**src/rtl/twin_pkg.sv**
```systemverilog
package twin_pkg;
    localparam int OPC_W  = 8;
    localparam int ADR_W  = 12;
    localparam int SLOTS  = 2;
    localparam int INS_W  = OPC_W + ADR_W;
    localparam int WORD_W = SLOTS * INS_W;
    localparam int PROD_W = 2 * WORD_W;

    localparam logic [OPC_W-1:0] OPC_HALT  = 8'h00;
    localparam logic [OPC_W-1:0] OPC_LOAD  = 8'h01;
    localparam logic [OPC_W-1:0] OPC_STORE = 8'h02;
    localparam logic [OPC_W-1:0] OPC_ADD   = 8'h03;
    localparam logic [OPC_W-1:0] OPC_SUB   = 8'h04;
    localparam logic [OPC_W-1:0] OPC_MUL   = 8'h05;
    localparam logic [OPC_W-1:0] OPC_JMP   = 8'h06;
    localparam logic [OPC_W-1:0] OPC_JGE   = 8'h07;

    typedef struct packed {
        logic [OPC_W-1:0] opc;
        logic [ADR_W-1:0] adr;
    } instr_t;

    typedef enum logic [3:0] {
        ST_FETCH,
        ST_FREAD,
        ST_FLOAD,
        ST_DECODE,
        ST_OREAD,
        ST_OLOAD,
        ST_EXEC,
        ST_STORE,
        ST_HALT
    } state_t;
endpackage

```
**src/rtl/twin_alu.sv**
```systemverilog
module twin_alu
    import twin_pkg::*;
(
    input  logic [OPC_W-1:0]  opc,
    input  logic [WORD_W-1:0] acc,
    input  logic [WORD_W-1:0] opd,
    output logic [WORD_W-1:0] acc_nxt,
    output logic [WORD_W-1:0] mq_nxt,
    output logic              mq_load
);
    logic signed [PROD_W-1:0] prod;

    always_comb begin
        prod    = PROD_W'($signed(acc)) * PROD_W'($signed(opd));
        acc_nxt = acc;
        mq_nxt  = prod[WORD_W-1:0];
        mq_load = 1'b0;
        case (opc)
            OPC_LOAD: acc_nxt = opd;
            OPC_ADD:  acc_nxt = acc + opd;
            OPC_SUB:  acc_nxt = acc - opd;
            OPC_MUL: begin
                acc_nxt = prod[PROD_W-1:WORD_W];
                mq_load = 1'b1;
            end
            default: ;
        endcase
    end
endmodule

```
**src/rtl/twin_split.sv**
```systemverilog
module twin_split
    import twin_pkg::*;
(
    input  logic [WORD_W-1:0] word,
    output instr_t            left_ins,
    output instr_t            right_ins
);
    instr_t slot [SLOTS];

    for (genvar g = 0; g < SLOTS; g++) begin : g_slot
        assign slot[g] = instr_t'(word[g*INS_W +: INS_W]);
    end

    // the most significant half runs first
    assign left_ins  = slot[SLOTS-1];
    assign right_ins = slot[0];
endmodule

```
**src/rtl/twin_instr_cpu.sv**
```systemverilog
module twin_instr_cpu
    import twin_pkg::*;
(
    input  logic              clk,
    input  logic              rst,
    output logic [ADR_W-1:0]  mem_addr,
    input  logic [WORD_W-1:0] mem_rdata,
    output logic [WORD_W-1:0] mem_wdata,
    output logic              mem_we,
    output logic              halt,
    output logic [ADR_W-1:0]  dbg_pc,
    output logic [WORD_W-1:0] dbg_ac,
    output logic [WORD_W-1:0] dbg_mq,
    output logic [INS_W-1:0]  dbg_ir,
    output logic [INS_W-1:0]  dbg_ibr,
    output logic [WORD_W-1:0] dbg_mbr
);
    state_t            state, state_nxt;
    logic [ADR_W-1:0]  pc, mar;
    logic [WORD_W-1:0] mbr, ac, mq;
    instr_t            ir, ibr;
    logic              in_right;

    instr_t            w_left, w_right;
    logic [WORD_W-1:0] alu_acc, alu_mq;
    logic              alu_mq_ld;

    logic is_operand, is_branch, jump_take, fin;

    twin_split u_split (
        .word      (mem_rdata),
        .left_ins  (w_left),
        .right_ins (w_right)
    );

    twin_alu u_alu (
        .opc     (ir.opc),
        .acc     (ac),
        .opd     (mbr),
        .acc_nxt (alu_acc),
        .mq_nxt  (alu_mq),
        .mq_load (alu_mq_ld)
    );

    assign is_operand = (ir.opc == OPC_LOAD) || (ir.opc == OPC_ADD) ||
                        (ir.opc == OPC_SUB)  || (ir.opc == OPC_MUL);
    assign is_branch  = (ir.opc == OPC_JMP) || (ir.opc == OPC_JGE);
    assign jump_take  = (ir.opc == OPC_JMP) ||
                        ((ir.opc == OPC_JGE) && !ac[WORD_W-1]);
    assign fin = (state == ST_EXEC) || (state == ST_STORE) ||
                 ((state == ST_DECODE) && is_branch && !jump_take);

    // state register
    always_ff @(posedge clk or posedge rst) begin
        if (rst) state <= ST_FETCH;
        else     state <= state_nxt;
    end

    // transitions
    always_comb begin
        state_nxt = state;
        unique case (state)
            ST_FETCH:  state_nxt = ST_FREAD;
            ST_FREAD:  state_nxt = ST_FLOAD;
            ST_FLOAD:  state_nxt = ST_DECODE;
            ST_DECODE: begin
                if (is_operand)               state_nxt = ST_OREAD;
                else if (ir.opc == OPC_STORE) state_nxt = ST_STORE;
                else if (is_branch)
                    state_nxt = (jump_take || in_right) ? ST_FETCH : ST_DECODE;
                else                          state_nxt = ST_HALT;
            end
            ST_OREAD:  state_nxt = ST_OLOAD;
            ST_OLOAD:  state_nxt = ST_EXEC;
            ST_EXEC,
            ST_STORE:  state_nxt = in_right ? ST_FETCH : ST_DECODE;
            ST_HALT:   state_nxt = ST_HALT;
            default:   state_nxt = ST_HALT;
        endcase
    end

    // register transfers
    always_ff @(posedge clk or posedge rst) begin
        if (rst) begin
            pc       <= '0;
            mar      <= '0;
            mbr      <= '0;
            ac       <= '0;
            mq       <= '0;
            ir       <= '0;
            ibr      <= '0;
            in_right <= 1'b0;
        end else begin
            case (state)
                ST_FETCH: mar <= pc;
                ST_FLOAD: begin
                    mbr      <= mem_rdata;
                    ir       <= w_left;
                    ibr      <= w_right;
                    in_right <= 1'b0;
                end
                ST_DECODE: begin
                    mar <= ir.adr;
                    if (is_branch && jump_take) begin
                        pc       <= ir.adr;
                        in_right <= 1'b0;
                    end
                end
                ST_OLOAD: mbr <= mem_rdata;
                ST_EXEC: begin
                    ac <= alu_acc;
                    if (alu_mq_ld) mq <= alu_mq;
                end
                default: ;
            endcase
            if (fin) begin
                if (in_right) begin
                    pc       <= pc + 1'b1;
                    in_right <= 1'b0;
                end else begin
                    ir       <= ibr;
                    in_right <= 1'b1;
                end
            end
        end
    end

    // outputs
    always_comb begin
        mem_addr  = mar;
        mem_wdata = ac;
        mem_we    = (state == ST_STORE);
        halt      = (state == ST_HALT);
        dbg_pc    = pc;
        dbg_ac    = ac;
        dbg_mq    = mq;
        dbg_ir    = ir;
        dbg_ibr   = ibr;
        dbg_mbr   = mbr;
    end
endmodule

```
**config.mk**
```make
export PLATFORM = sky130hd
export DESIGN_NAME = twin_instr_cpu
export DESIGN_NICKNAME = d
export VERILOG_FILES = /design/src/rtl/twin_pkg.sv /design/src/rtl/twin_alu.sv /design/src/rtl/twin_split.sv /design/src/rtl/twin_instr_cpu.sv
export SDC_FILE = /design/constraint.sdc
export NUM_CORES = 2
export LEC_CHECK = 0
export ABC_AREA = 0
export CORE_ASPECT_RATIO = 2
export CORE_MARGIN = 2
export CORE_UTILIZATION = 35
export DETAILED_ROUTE_END_ITERATION = 16
export GPL_ROUTABILITY_DRIVEN = 0
export SETUP_SLACK_MARGIN = 0.15
export SYNTH_ARGS = -nofsm -noshare
export SYNTH_HDL_FRONTEND = slang
export SYNTH_HIERARCHICAL = 1
export SYNTH_SLANG_ARGS = --single-unit
```
**constraint.sdc**
```tcl
create_clock -name clk -period 28.6 [get_ports clk]
set_clock_uncertainty 0.15 [all_clocks]
set_input_delay 2.86 -clock clk [delete_from_list [all_inputs] [get_ports clk]]
set_output_delay 2.86 -clock clk [all_outputs]
set_load 0.05 [all_outputs]
```
Word-level counts from Yosys, hierarchy flattened

Cells that the tools add are included.

Add/subtract/negate cells: 3
$mul: 1
Equal/unequal tests: 16
Multiplexer cells: 20
Reduce and logical (&&, ||, !) cells: 23

Operator list:

| operator                                                              | number |
|---|---|
| 40-bit case mux with 4 select lines                                   | 1 |
| 40-bit by 40-bit multiplier with 80-bit output                        | 1 |
| 20-bit two-way mux                                                    | 3 |
| 12-bit two-way mux                                                    | 4 |
| 40-bit adder                                                          | 1 |
| 40-bit subtractor                                                     | 1 |
| 8-bit by 3-bit equality test with 1-bit output, second input constant | 4 |
| 4-bit case mux with 7 select lines                                    | 1 |
| 12-bit case mux with 2 select lines                                   | 1 |
| 4-bit by 3-bit equality test with 1-bit output, second input constant | 4 |
| 8-bit by 2-bit equality test with 1-bit output, second input constant | 2 |
| 12-bit by 1-bit adder with 12-bit output, second input constant       | 1 |
| 4-bit two-way mux                                                     | 3 |
| 4-bit by 2-bit equality test with 1-bit output, second input constant | 2 |
| 8-bit by 1-bit equality test with 1-bit output, second input constant | 1 |
| 1-bit logical OR                                                      | 8 |
| 2-bit AND reduction                                                   | 3 |
| 4-bit by 1-bit equality test with 1-bit output, second input constant | 1 |
| 4-bit equality test, second input constant                            | 1 |
| 1-bit logical AND                                                     | 4 |
| 4-bit logical NOT                                                     | 1 |
| 1-bit two-way mux                                                     | 4 |
| 2-bit two-way mux                                                     | 2 |
| 4-bit nonzero test                                                    | 1 |
| other kinds (6)                                                       | 8 |

Register bits after elaboration: 189
Input bits: 42

Longest topological paths before layout

Word-level depth: 9
Gate-level depth with buffers: 33

By module

Netlist, hierarchy kept.

By module, submodules not included:

| module         | times used | cells each | area each (um^2) | sequential area each (um^2) |
|---|---|---|---|---|
| twin_alu       | 1          | 6673       | 59091.7          | 0.0 |
| twin_instr_cpu | 1          | 601        | 8051.5           | 4729.5 |
| twin_split     | 1          | 40         | 300.3            | 0.0 |

Worst setup path after synthesis

Ideal clock, no wire load.

Path type: flip-flop to flip-flop
Start point: reg ac[39] (netlist: dbg_ac[39])
End point: reg ac[31] (netlist: dbg_ac[31])
Arrival: 9.036 ns
Required time: 28.325 ns
Setup slack: 19.289 ns
Stages on the path, launching flop included: 30
Buffers on the path: 3
Period minus slack after synthesis: 9.311 ns
Cell sequence: dfrtp_1 > clkbuf_1 > clkbuf_1 > nand2_1 > fa_1 > fa_1 > inv_1 > fa_1 > fa_1 > ha_1 > inv_1 > fa_1 > inv_1 > fa_1 > inv_1 > fa_1 > inv_1 > ha_1 > clkbuf_1 > a21oi_1 > o21ai_0 > a21o_1 > a21oi_1 > o21ai_0 > a2111o_1 > a31o_2 > a21oi_1 > xor2_1 > o221ai_1 > mux2_2

Longest elaborated chain between the ends: 2

RTL lines:

| element                                        | line                  | source |
|---|---|---|
| start: declaration                             | twin_instr_cpu.sv:20  | `logic [WORD_W-1:0] mbr, ac, mq;` |
| start signal: assignment                       | twin_instr_cpu.sv:111 | `ac <= alu_acc;` |
| 40-bit by 40-bit multiplier with 80-bit output | twin_alu.sv:14        | `prod = PROD_W'($signed(acc)) * PROD_W'($signed(opd));` |
| 40-bit case mux with 4 select lines            | twin_alu.sv:18        | `case (opc)` |
| net alu_acc[31]                                | twin_instr_cpu.sv:25  | `logic [WORD_W-1:0] alu_acc, alu_mq;` |

The timed path passes the listed nets, and every way through them passes these cells.
A chain may end at the register's enable or synchronous reset.

Final worst setup path

Start point: reg ac[15] (netlist: dbg_ac[15])
End point: reg ac[1] (netlist: dbg_ac[1])

Same word-level chain as after synthesis.

==> flow_metrics.py <==
metrics = {
    "run_status": {
        "outcome": "complete, but fails checks",
        "failed_checks": "max-capacitance violations, max-slew violations",
    },
    "floorplanning": {
        "core-area_um2": 191000,
        "die_h_um": 625,
        "die-area_um2": 196000,
        "die_w_um": 314,
        "rows": 227,
        "initial_utilization_pct": 35.2,
        "boundaryPins": 268,
    },
    "logic_synthesis": {
        "synth.most_common_cell": "fa_1",
        "synth-edff-count": 0,
        "netlist_instances": 7314,
        "synth_top_area_share_pct": 50.2,
        "syn_area_um2": 67400,
        "synth_nets": 9344,
        "netlist_top_cells_area": "fa_1, inv_1, dfrtp_1, nand2_1, ha_1",
        "yosys.area.top_type": "fa_1",
        "yosysSeqAreaShare_pct": 7.01,
        "yosys.cell_types.count": 84,
        "synth_ff_type": "dfrtp_1",
        "ys_ff_latch": 189,
        "synth_common_cells": "fa_1, inv_1, nand2_1",
        "syn_area_per_cell_um2": 9.22,
        "yosys_warnings": 6,
        "async_flop_share_pct": 100,
    },
    "detailed_routing": {
        "drc": 0,
        "viasPerCell": 5.38,
        "num_vias": 52292,
        "wl_per_cell_um": 25.3,
        "wirelength_mm": 245,
        "ant_nets": 0,
        "first_pass_iters": 8,
        "drtIter0Drc": 3775,
    },
    "cells_and_area": {
        "multi_input_area_um2": 54200,
        "final.fill_count": 19393,
        "final_area_um2": 72500,
        "num-nets-final": 9206,
        "area_delta_synth_final_pct": 7.48,
        "drive_gt1_share_pct": 5.29,
        "seq_area_um2": 4820,
    },
    "power_and_ir_drop": {
        "p_leak_nw": 34.8,
        "power_mw": 0.764,
        "combinationalPowerShare_pct": 27.3,
        "clkPwrFrac_pct": 33.7,
        "intPower_mw": 0.456,
        "swShare_pct": 40.3,
        "peakVddDrop_uv": 47.8,
        "pwr_density_cell_nw_per_um2": 10.5,
        "switching_power_mw": 0.308,
        "seq_power_share_pct": 39.0,
    },
    "critical_path": {
        "r2r_slack_ps": 18060,
        "endpoint_kind": "flip-flop",
        "worstPathArrival_ps": 10770,
        "reg2reg_depth": 27,
        "r2r-end": "dbg_ac[1]$_DFFE_PP0N_",
        "cp.required_ps": 28830,
        "timing.rr.start": "dbg_ac[15]$_DFFE_PP0N_",
        "cp_max_fo": 30,
        "crit_type": "flip-flop to flip-flop",
        "start_kind": "flip-flop",
    },
    "global_route": {
        "grt_util_all_layers_pct": 25.3,
        "grt-ovfl-total": 0,
        "antenna_found_initial": 22,
        "grt_pass1_vias": 59128,
        "grt_start_max_net_pins": 128,
        "grt_pass1_wl_mm": 364,
    },
    "sta": {
        "final_max_slew_viol_count": 2,
        "finalSetupViolCount": 0,
        "slew_headroom_pct": -6.86,
        "max_freq_mhz": 94.9,
        "period_share_pct": 36.8,
        "hold_violations": 0,
        "min_period_ps": 10540,
        "holdWs_ps": 332,
        "rsz0062_at_grt": "no",
        "worst_pin_slew_ps": 1590,
        "tns_ps": 0,
    },
    "run": {
        "max_cap_violations": 1,
    },
    "clocking": {
        "hold_buffers": 0,
        "cts_tree": "built",
        "htreeDepth": 4,
        "cts_buffers": 17,
        "cts_setup_buffers": 0,
        "clk_pin_slew_ps": 80,
        "cts_resized": 0,
        "cts_root_buffer": "clkbuf_16",
        "insertion_delay_ps": 510,
        "cts.sinks": 189,
        "clock_path_buffers": 2,
    },
    "worst_hold_path": {
        "hold_depth": 2,
        "holdCritStartpoint": "mem_addr[3]$_DFFE_PP0P_",
        "whs_endpoint": "mem_addr[3]$_DFFE_PP0P_",
        "hp-class": "flip-flop to flip-flop",
    },
    "place": {
        "dp_hpwl_mm": 183,
        "placed_area_um2": 71900,
        "io_buffers": 267,
    },
}
-- power groups by stage --
| stage | combinational (mW) | sequential [mW] | clock, mW |
|---|---|---|---|
| 6_report | 0.208 | 0.298 | 0.258 |
| 5_1_grt | 0.215 | 0.299 | 0.272 |
| 3_5_place_dp | 0.203 | 0.302 | 0 |
| 3_3_place_gp | 0.201 | 0.301 | 0 |
| 4_1_cts | 0.203 | 0.296 | 0.263 |
| 2_1_floorplan | 0.0934 | 0.315 | 0 |
-- registers in the layout (all words and copies together), names as in the netlist --
| signal | count |
|---|---|
| dbg_ac | 40 |
| dbg_mbr | 40 |
| dbg_mq | 40 |
| dbg_ibr | 20 |
| dbg_ir | 20 |
| dbg_pc | 12 |
| mem_addr | 12 |
| state | 4 |
| in_right | 1 |
-- cells by family after synthesis --
group,share of synthesized area (%)
buffers and inverters,12.7
and+or+nand+nor,14.1
adders and majority gates,55.7
AOI/OAI and AO/OA,5.60
DFF,7.01
muxes,2.95
xor gates and xnor gates,1.96
-- how the worst max path moves through the flow --
stage / start / slack (ps) / depth (start not counted) / endpoint
global route: dbg_ac[15]$_DFFE_PP0N_ / 17870 / 27 / dbg_ac[1]$_DFFE_PP0N_
floorplan: dbg_ac[39]$_DFFE_PP0N_ / 19290 / 29 / dbg_ac[31]$_DFFE_PP0N_
detailed placement: dbg_ac[16]$_DFFE_PP0N_ / 18600 / 26 / dbg_ac[39]$_DFFE_PP0N_
global placement: dbg_ac[16]$_DFFE_PP0N_ / 18630 / 28 / dbg_ac[39]$_DFFE_PP0N_
CTS: dbg_ac[16]$_DFFE_PP0N_ / 18580 / 26 / dbg_ac[39]$_DFFE_PP0N_
finish: dbg_ac[15]$_DFFE_PP0N_ / 18060 / 27 / dbg_ac[1]$_DFFE_PP0N_
-- metrics by stage --
stage | cells | utilization (%) | worst slack, ps
finish | 9712 | 37.9 | 18060
global route | 9708 | 37.9 | 17870
CTS | 9708 | 37.9 | 18580
detailed placement | 9676 | 37.5 | 18600
global placement | 9676 | 37.5 | 18630
floorplan | 7314 | - | 19290
-- area by class of cell --
cell class / count / area share [%]
clock inverters: 14 / 0.235
well taps: 2519 / 4.35
inverters: 1662 / 8.62
repair buffers: 371 / 4.76
clock buffers: 18 / 0.592
diodes: 4 / 0.0138
flip-flops and latches: 189 / 6.66
multi-input cells: 4935 / 74.8
-- critical path, cell delays in order, from the launching register on --
cell and delay [ps]:
dfrtp_2 820, buf_4 600, nand2_1 160, fa_1 600
inv_1 60, fa_1 500, inv_1 50, fa_1 530
inv_1 60, fa_1 540, ha_1 130, inv_1 50
fa_1 460, fa_1 540, inv_1 50, fa_1 450
ha_1 340, a41oi_1 160, o21ai_0 150, a31oi_1 590
a21oi_1 200, nor2_1 430, o21ai_0 240, a21boi_0 550
o31ai_1 210, xnor2_1 1240, o21ai_0 170, mux2_2 320
-- per-layer routing --
layer | share of wire [%] | up-vias | GRT usage [%]
met3 | 6.6 | 1166 | 4.37
met4 | 11 | 20 | 22.8
met5 | 0.057 | - | 0
met2 | 51 | 2685 | 45.2
met1 | 31 | 27272 | 24.8
li1 | - | 21149 | -
-- cells in the final DEF (no fill, tap or decap), types with 8 or more instances in the layout --
cell type | netlist | final
nor3_1 | 33 | 32
nand2_1 | 1178 | 1177
o21ai_0 | 127 | 127
nand3_1 | 44 | 44
o221ai_1 | 9 | 9
ha_1 | 298 | 298
fa_1 | 1690 | 1690
and3_1 | 16 | 16
a21oi_1 | 145 | 144
o21bai_1 | 25 | 25
a222oi_1 | 17 | 17
a221oi_1 | 12 | 12
inv_1 | 1660 | 1659
and4_1 | 8 | 8
xor2_1 | 51 | 51
a211oi_1 | 13 | 13
mux2_1 | 9 | 9
o31ai_1 | 20 | 20
o221a_1 | 9 | 9
and2_1 | 528 | 528
nand2b_1 | 17 | 17
or3_1 | 13 | 13
dfrtp_2 | 0 | 76
a21oi_2 | 9 | 8
nor2_1 | 132 | 129
o21a_1 | 14 | 14
mux2_2 | 131 | 131
a22oi_1 | 10 | 10
dfrtp_1 | 189 | 113
a21o_1 | 72 | 72
nor2b_1 | 10 | 10
a31oi_1 | 15 | 15
buf_4 | 81 | 104
clkbuf_16 | 0 | 17
mux2i_1 | 41 | 41
nand4_1 | 36 | 36
xnor2_1 | 100 | 100
clkdlybuf4s50_1 | 0 | 267
No activity file was read; power rests on OpenSTA's default activity.
